**config.mk**
```make
export PLATFORM = sky130hd
export DESIGN_NAME = sync_clk_divider
export DESIGN_NICKNAME = d
export VERILOG_FILES = /design/src/rtl/scd_pkg.sv /design/src/rtl/scd_sync_edge.sv /design/src/rtl/scd_cfg_regs.sv /design/src/rtl/scd_div_core.sv /design/src/rtl/sync_clk_divider.sv
export SDC_FILE = /design/constraint.sdc
export NUM_CORES = 1
export LEC_CHECK = 0
export CORE_MARGIN = 5
export CORE_UTILIZATION = 30
export DETAILED_ROUTE_END_ITERATION = 10
export DONT_BUFFER_PORTS = 1
export SLEW_MARGIN = 0
export SYNTH_ARGS = -nofsm -noshare
export SYNTH_HDL_FRONTEND = slang
export SYNTH_HIERARCHICAL = 1
export SYNTH_SLANG_ARGS = --single-unit
```
**constraint.sdc**
```tcl
create_clock -name clk -period 5.4 [get_ports clk]
set_input_delay 1.08 -clock clk [delete_from_list [all_inputs] [get_ports clk]]
set_output_delay 1.08 -clock clk [all_outputs]
set_load 0.01 [all_outputs]
```
**src/rtl/scd_pkg.sv**
```systemverilog
package scd_pkg;
  localparam int RATIO_W = 3;
  typedef logic [RATIO_W-1:0] ratio_t;

  typedef struct packed {
    logic   sync_en;
    logic   one_shot;
    logic   armed;
    ratio_t ratio_m1;
    logic   stab_req;
  } scd_cfg_t;
endpackage

```
**src/rtl/scd_sync_edge.sv**
```systemverilog
module scd_sync_edge #(
  parameter int STAGES = 2
) (
  input  logic clk,
  input  logic rst,
  input  logic async_in,
  output logic rise
);
  logic [STAGES:0] chain;

  always_ff @(posedge clk) begin
    if (rst) chain[0] <= 1'b0;
    else     chain[0] <= async_in;
  end

  for (genvar g = 1; g <= STAGES; g++) begin : g_stage
    always_ff @(posedge clk) begin
      if (rst) chain[g] <= 1'b0;
      else     chain[g] <= chain[g-1];
    end
  end

  assign rise = chain[STAGES-1] & ~chain[STAGES];
endmodule

```
**src/rtl/scd_cfg_regs.sv**
```systemverilog
module scd_cfg_regs
  import scd_pkg::*;
#(
  parameter int                ADDR_W   = 9,
  parameter int                DATA_W   = 8,
  parameter logic [ADDR_W-1:0] CFG_ADDR = 9'h100,
  parameter logic [ADDR_W-1:0] DIV_ADDR = 9'h101
) (
  input  logic              clk,
  input  logic              rst,
  input  logic              wr_en,
  input  logic [ADDR_W-1:0] addr,
  input  logic [DATA_W-1:0] wdata,
  input  logic              sync_rise,
  output scd_cfg_t          cfg,
  output logic              sync_go
);
  logic cfg_hit, div_hit;
  logic unused_wdata;

  assign cfg_hit = wr_en && (addr == CFG_ADDR);
  assign div_hit = wr_en && (addr == DIV_ADDR);
  assign unused_wdata = ^{wdata[DATA_W-1:RATIO_W+1], wdata[0]};

  assign sync_go = sync_rise && cfg.sync_en && (!cfg.one_shot || cfg.armed);

  always_ff @(posedge clk) begin
    if (rst) begin
      cfg <= '0;
    end else begin
      if (cfg_hit) begin
        cfg.sync_en  <= wdata[1];
        cfg.one_shot <= wdata[2];
        cfg.armed    <= 1'b1;
      end else if (sync_go && cfg.one_shot) begin
        cfg.armed    <= 1'b0;
      end
      if (div_hit) begin
        cfg.ratio_m1 <= wdata[RATIO_W-1:0];
        cfg.stab_req <= wdata[RATIO_W];
      end
    end
  end
endmodule

```
**src/rtl/scd_div_core.sv**
```systemverilog
module scd_div_core #(
  parameter int RATIO_W = 3
) (
  input  logic               clk,
  input  logic               rst,
  input  logic [RATIO_W-1:0] ratio_pend,
  input  logic               restart,
  output logic               div_ce,
  output logic               div_clk,
  output logic [RATIO_W-1:0] act_m1
);
  localparam int CW = RATIO_W + 1;

  logic [RATIO_W-1:0] cnt, cnt_n, act_n;
  logic [CW-1:0]      n_next, hi_len;
  logic               tc, lvl_n;

  always_comb begin
    tc = (cnt == act_m1);
    if (restart || tc) begin
      cnt_n = '0;
      act_n = ratio_pend;
    end else begin
      cnt_n = cnt + RATIO_W'(1);
      act_n = act_m1;
    end
    n_next = CW'(act_n) + CW'(1);
    hi_len = n_next >> 1;
    lvl_n  = (act_n == '0) ? 1'b1 : (CW'(cnt_n) < hi_len);
  end

  always_ff @(posedge clk) begin
    if (rst) begin
      cnt     <= '0;
      act_m1  <= '0;
      div_ce  <= 1'b0;
      div_clk <= 1'b0;
    end else begin
      cnt     <= cnt_n;
      act_m1  <= act_n;
      div_ce  <= (cnt_n == '0);
      div_clk <= lvl_n;
    end
  end
endmodule

```
**src/rtl/sync_clk_divider.sv**
```systemverilog
module sync_clk_divider
  import scd_pkg::*;
#(
  parameter int                ADDR_W      = 9,
  parameter int                DATA_W      = 8,
  parameter int                SYNC_STAGES = 2,
  parameter logic [ADDR_W-1:0] CFG_ADDR    = 9'h100,
  parameter logic [ADDR_W-1:0] DIV_ADDR    = 9'h101
) (
  input  logic              clk,
  input  logic              rst,
  input  logic              wr_en,
  input  logic [ADDR_W-1:0] addr,
  input  logic [DATA_W-1:0] wdata,
  input  logic              sync_in,
  output logic              div_ce,
  output logic              div_clk,
  output logic              stab_en
);
  scd_cfg_t cfg;
  logic     sync_rise, sync_go;
  ratio_t   act_m1;

  scd_sync_edge #(.STAGES(SYNC_STAGES)) u_sync (
    .clk(clk), .rst(rst), .async_in(sync_in), .rise(sync_rise)
  );

  scd_cfg_regs #(
    .ADDR_W(ADDR_W), .DATA_W(DATA_W), .CFG_ADDR(CFG_ADDR), .DIV_ADDR(DIV_ADDR)
  ) u_regs (
    .clk(clk), .rst(rst), .wr_en(wr_en), .addr(addr), .wdata(wdata),
    .sync_rise(sync_rise), .cfg(cfg), .sync_go(sync_go)
  );

  scd_div_core #(.RATIO_W(RATIO_W)) u_core (
    .clk(clk), .rst(rst), .ratio_pend(cfg.ratio_m1), .restart(sync_go),
    .div_ce(div_ce), .div_clk(div_clk), .act_m1(act_m1)
  );

  always_ff @(posedge clk) begin
    if (rst) stab_en <= 1'b0;
    else     stab_en <= cfg.stab_req | (cfg.ratio_m1 != '0);
  end
endmodule

```
==> After elaboration in Yosys (flattened, before gate mapping) <==
Index checks and enable logic that the tools add are counted.
{ "op_classes": {"reduce_logical": 12, "addsub": 2, "n_lt_le_gt_ge": 1, "bitwise": 3, "n_mux": 5, "n_eq_ne": 3} }
{ "ops": {"columns": ["cell", "n"], "rows": [
  ["== test 9 bit (second input constant)", 2],
  ["zero test 3 bit", 2],
  ["two-way mux 3 bit", 2],
  ["logical AND 1 bit", 5],
  ["adder 3 x 1 -> 4 bit (second input constant)", 1],
  ["adder 3 x 1 -> 3 bit (second input constant)", 1],
  ["== test 3 bit", 1],
  ["less-than comparator 3 bit", 1],
  ["two-way mux 1 bit", 3],
  ["nonzero test 3 bit", 1],
  ["logical OR 1 bit", 2],
  ["nonzero test 2 bit", 1],
  ["AND 1 bit", 1],
  ["zero test 1 bit", 1],
  ["inverter 1 bit", 1],
  ["bitwise OR 1 bit", 1]
]} }
{ "totals": {"out_inout_bits": 3, "input_bits": 21, "ff_bits": 19, "elab_cells": 39} }

==> Depth between registers and ports, before layout <==
{ "logic_depth": {"ltp_word": 9, "ltp_mapped": 13, "depth_no_buf": 12} }

==> Modules after synthesis <==
The synthesis kept the hierarchy.
{ "modules_own_cells": {"columns": ["mod", "seq_area_each_um2", "instances", "area_per_inst_um2", "cells_per_inst"], "rows": [
  ["scd_div_core", 160.2, 1, 500.5, 50],
  ["scd_cfg_regs", 140.1, 1, 352.8, 34],
  ["scd_sync_edge", 60.1, 1, 87.6, 7],
  ["sync_clk_divider", 20.0, 1, 30.0, 3]
]} }

==> Worst setup path after synthesis <==
Ideal clock, no wire load.
{ "synth_timing": {"path_kind": "reg-to-reg", "from": "register u_sync.chain[1]", "to": "register u_core.div_clk", "path_slack_ns": 2.916, "setup_ns": 0.069, "t_arrival_ns": 2.415, "t_required_ns": 5.331, "period_less_slack_ns": 2.484, "n_path_buf": 1, "path_stages_with_launch": 14, "path_cell_list": "dfxtp_1 nor2b_2 nand2_1 a21oi_1 a31o_1 buf_6 mux2_4 ha_1 xor2_1 ha_1 nor2b_1 o21ai_0 o311ai_0 o21ai_1"} }
{ "synth_between": {"elab_chain_cells": 8, "word_cells_on_any_way": 10, "classes_between": "add/sub (1); order compare (1); mux (3); bitwise (1); reduce/logical (4)"} }
{ "synth_lines": {"columns": ["element", "line", "rtl"], "rows": [
  ["from (decl)", "scd_sync_edge.sv:9", "logic [STAGES:0] chain;"],
  ["from (signal, indexed assignment)", "scd_sync_edge.sv:19", "else chain[g] <= chain[g-1];"],
  ["AND 1 bit *", "scd_sync_edge.sv:23", "assign rise = chain[STAGES-1] & ~chain[STAGES];"],
  ["via sync_rise", "sync_clk_divider.sv:21", "logic sync_rise, sync_go;"],
  ["logical AND 1 bit * (2 in a row)", "scd_cfg_regs.sv:25", "assign sync_go = sync_rise && cfg.sync_en && (!cfg.one_shot || cfg.armed);"],
  ["via sync_go", "sync_clk_divider.sv:21", null],
  ["logical OR 1 bit *", "scd_div_core.sv:20", "if (restart || tc) begin"],
  ["two-way mux 3 bit", "scd_div_core.sv:20", null],
  ["adder 3 x 1 -> 4 bit", "scd_div_core.sv:27", "n_next = CW'(act_n) + CW'(1);"],
  ["less-than comparator 3 bit", "scd_div_core.sv:29", "lvl_n = (act_n == '0) ? 1'b1 : (CW'(cnt_n) < hi_len);"],
  ["two-way mux 1 bit *", "scd_div_core.sv:29", null],
  ["to (signal assigned)", "scd_div_core.sv:42", "div_clk <= lvl_n;"],
  ["to (decl)", "scd_div_core.sv:9", "output logic div_clk,"]
]} }
Mark *: on every way through the listed nets, which the timed path passes. The rest lies on a longest branch.
A chain may end at the register's enable or synchronous reset.

==> Worst setup path in the final report <==
Same ends and word-level chain as after synthesis.

==> metrics <==
number of slew-limit violations in the final report 0; clock insertion delay at the later pin of the skew report 300 ps; number of instances in the synthesized netlist 94; placed cell count 134; part of the Yosys area used for sequential elements 39.2%; buffer count from post-CTS setup fixing 0; overall overflow remaining after global route 0; kind of cell with the highest combined delay on the critical path compound AO/OA/AOI/OAI gates; kind of end point of the critical path flop; Netlist cell types 36; via count 648; maximum frequency from static timing analysis 343 MHz; cts hold-fix bufs 0; final clock period utilization by the worst path 54.1%; aggregate global-route resource usage 8.83%; router iterations before antenna repair 4; Die X-Extent 66.9 um; Port Buffer Count 0; Clock Path Buffers 2; number of hold-slack violations in the final timing report 0; Syn Area/Cell 10.3 um^2; data arrival at the endpoint of the critical path 3100 ps; number of antenna violations at the first check in global routing 0; Worst path max stage delay 410 ps; class of the tightest hold or removal check flop to flop; Peak VDD IR 0.0000918 V; Post-Layout Inst Area 0.00103 mm^2; clock slew seen by the registers of the worst setup and hold paths 120 ps; number of non-filler instances in the completed layout 138; Antenna Nets Post-Route 0; share of cells above drive strength 1 14.9%; Power Density 220 mW/mm^2; worst setup slack after placement 2540 ps; weighted congestion reported at the end of routability-driven placement 0.705; Static Leakage 0.373 nW; transition at the pin with the smallest max-transition slack 463 ps; buffering stage count on the worst path with inverters included 0; die area 0.00447 mm^2; min Tclk post-route 2920 ps; Site Rows 20; area after detailed placement 996 um^2; final routed wirelength across all metal layers 1.71 mm; DRC violation total after the first TritonRoute iteration 15; required arrival time at the worst endpoint 5580 ps; post-CTS sizing 0; worst setup skew after layout 6.93 ps; register bit count reported by yosys 19; Layout area overhead 5.67%; post-route setup slack 2480 ps; worst setup path class flop to flop; Setup-failing EPs final 0; Starting Density 31.5%; total chip power 0.000225 W; final antenna diode count 0; highest-delay cell along the critical path sky130_fd_sc_hd__a31o_1; kind of launch point of the worst setup path flop; max capacitance violation total 0; run status finished, final reports clean; cells along the critical path nor2b_2 -> nand2_1 -> a21oi_1 -> a31o_1 -> mux2_4 -> ha_1 -> xor2_1 -> ha_1 -> nand2_1 -> o311ai_0 -> o21ai_1; global-route wire length before repair 3.00 mm; maximum fanout count along the critical path 9; die span in y 66.9 um; deepest level of the CTS H-tree 1; total DRC errors in the routed layout 0; Inserted Clock Buffers 3; remaining max-slew budget at the tightest pin 69.1%; Synth warnings 6; root buf cell sky130_fd_sc_hd__clkbuf_4; cell area after technology mapping 971 um^2; total negative slack 0 ps; Via density 4.70; Avg WL per Cell 12.4 um; core box area 0.00308 mm^2; half-perimeter wire length after detailed placement 1.31 mm; Final Net Count 120; IO Pins 24; net count after synthesis 119; largest net degree at the start of global routing 26; TritonCTS clock tree done; number of global-route vias before repair 727; RSZ-0062 raised after global routing no; number of clock sinks 19
-- Yosys cell counts, drive strengths merged --
cell type	instances	area share [%]
dfxtp	19	39
nand2b	10	6.4
mux2i	8	8.6
nor2b	7	5.5
ha	4	5.2
nor2	4	1.5
nor3	4	2.1
o21ai	4	2.1
xnor2	4	3.6
and3	3	2.3
buf	3	2.7
a21oi	2	1.0
a31oi	2	1.3
inv	2	0.77
nand2	2	0.77
nor4	2	1.9
o311ai	2	3.6
a31o	1	0.90
and2	1	0.64
and4	1	0.90
and4b	1	1.0
clkbuf	1	0.39
mux2	1	1.5
nand3b	1	0.77
nand4b	1	0.90
nor3b	1	0.77
nor4b	1	1.5
o21ba	1	1.0
xor2	1	0.90
-- cell type report --
cell class                      count  area (um^2)
Multi-Input combinational cell     69          553
Inverter                            2         7.51
Sequential cell                    19          380
Clock buffer                        3         22.5
Tap cell                           44         55.1
Fill cell                         331         2050
Clock inverter                      1         7.51
-- final timing paths --
kind / endpoint / depth (start not counted) / slack [ps] / from
hold / removal: u_sync/chain[1]$_SDFF_PP0_ / 1 / 450 / u_sync/chain[0]$_SDFF_PP0_
hold reg to reg: u_sync/chain[1]$_SDFF_PP0_ / 1 / 450 / u_sync/chain[0]$_SDFF_PP0_
setup reg to reg: u_core/div_clk$_SDFF_PP0_ / 11 / 2480 / u_sync/chain[1]$_SDFF_PP0_
setup / recovery: u_core/div_clk$_SDFF_PP0_ / 11 / 2480 / u_sync/chain[1]$_SDFF_PP0_
-- flip-flops by register name, summed over array words and instances (netlist names) --
name and count:
stab_en 1, u_core/act_m1 3, u_core/cnt 3, u_core/div_ce 1, u_core/div_clk 1, u_regs/cfg 7
u_sync/chain 3
-- cells by family after synthesis --
| group | synth area share, % |
|---|---|
| AO/OA/AOI/OAI | 9.92 |
| adder cells (fa/ha/maj) | 5.15 |
| multiplexers | 10.2 |
| buffers and inverters | 3.87 |
| XOR/XNOR | 4.51 |
| AND/OR/NAND/NOR | 27.2 |
| flip-flops | 39.2 |
-- layout by cell type (no fill, tap or decap), types with 2 or more instances in the layout --
master	count
sky130_fd_sc_hd__and3_2	3
sky130_fd_sc_hd__a21oi_1	2
sky130_fd_sc_hd__nor2b_1	5
sky130_fd_sc_hd__nand2b_1	10
sky130_fd_sc_hd__dfxtp_1	19
sky130_fd_sc_hd__nand2_1	2
sky130_fd_sc_hd__o21ai_0	3
sky130_fd_sc_hd__inv_1	2
sky130_fd_sc_hd__ha_1	4
sky130_fd_sc_hd__xnor2_1	4
sky130_fd_sc_hd__nor2_1	4
sky130_fd_sc_hd__a31oi_1	2
sky130_fd_sc_hd__nor3_1	4
sky130_fd_sc_hd__clkbuf_4	3
sky130_fd_sc_hd__mux2i_1	7
-- where the power goes --
group / switching [W] / internal [W] / total [W]
Combinational: 0.00000178 / 0.00000380 / 0.00000558
Sequential: 0.00000103 / 0.000142 / 0.000143
Clock: 0.0000485 / 0.0000282 / 0.0000767
Total: 0.0000513 / 0.000174 / 0.000225
-- layer usage --
layer	up-vias	global-route usage, %	part of all wire [%]
met4	0	3.04	0
met5	-	0	0
met2	17	14.9	46
met1	298	10.1	47
li1	333	-	-
met3	0	3.54	7.3
-- metrics by stage --
step,hold slack [ps],util (%)
after floorplan,414,-
after global placement,422,32.4
after detailed placement,427,32.4
after CTS,456,33.3
after global routing,468,33.3
final,453,33.3
Note: power is estimated with default switching activity, not from simulation.
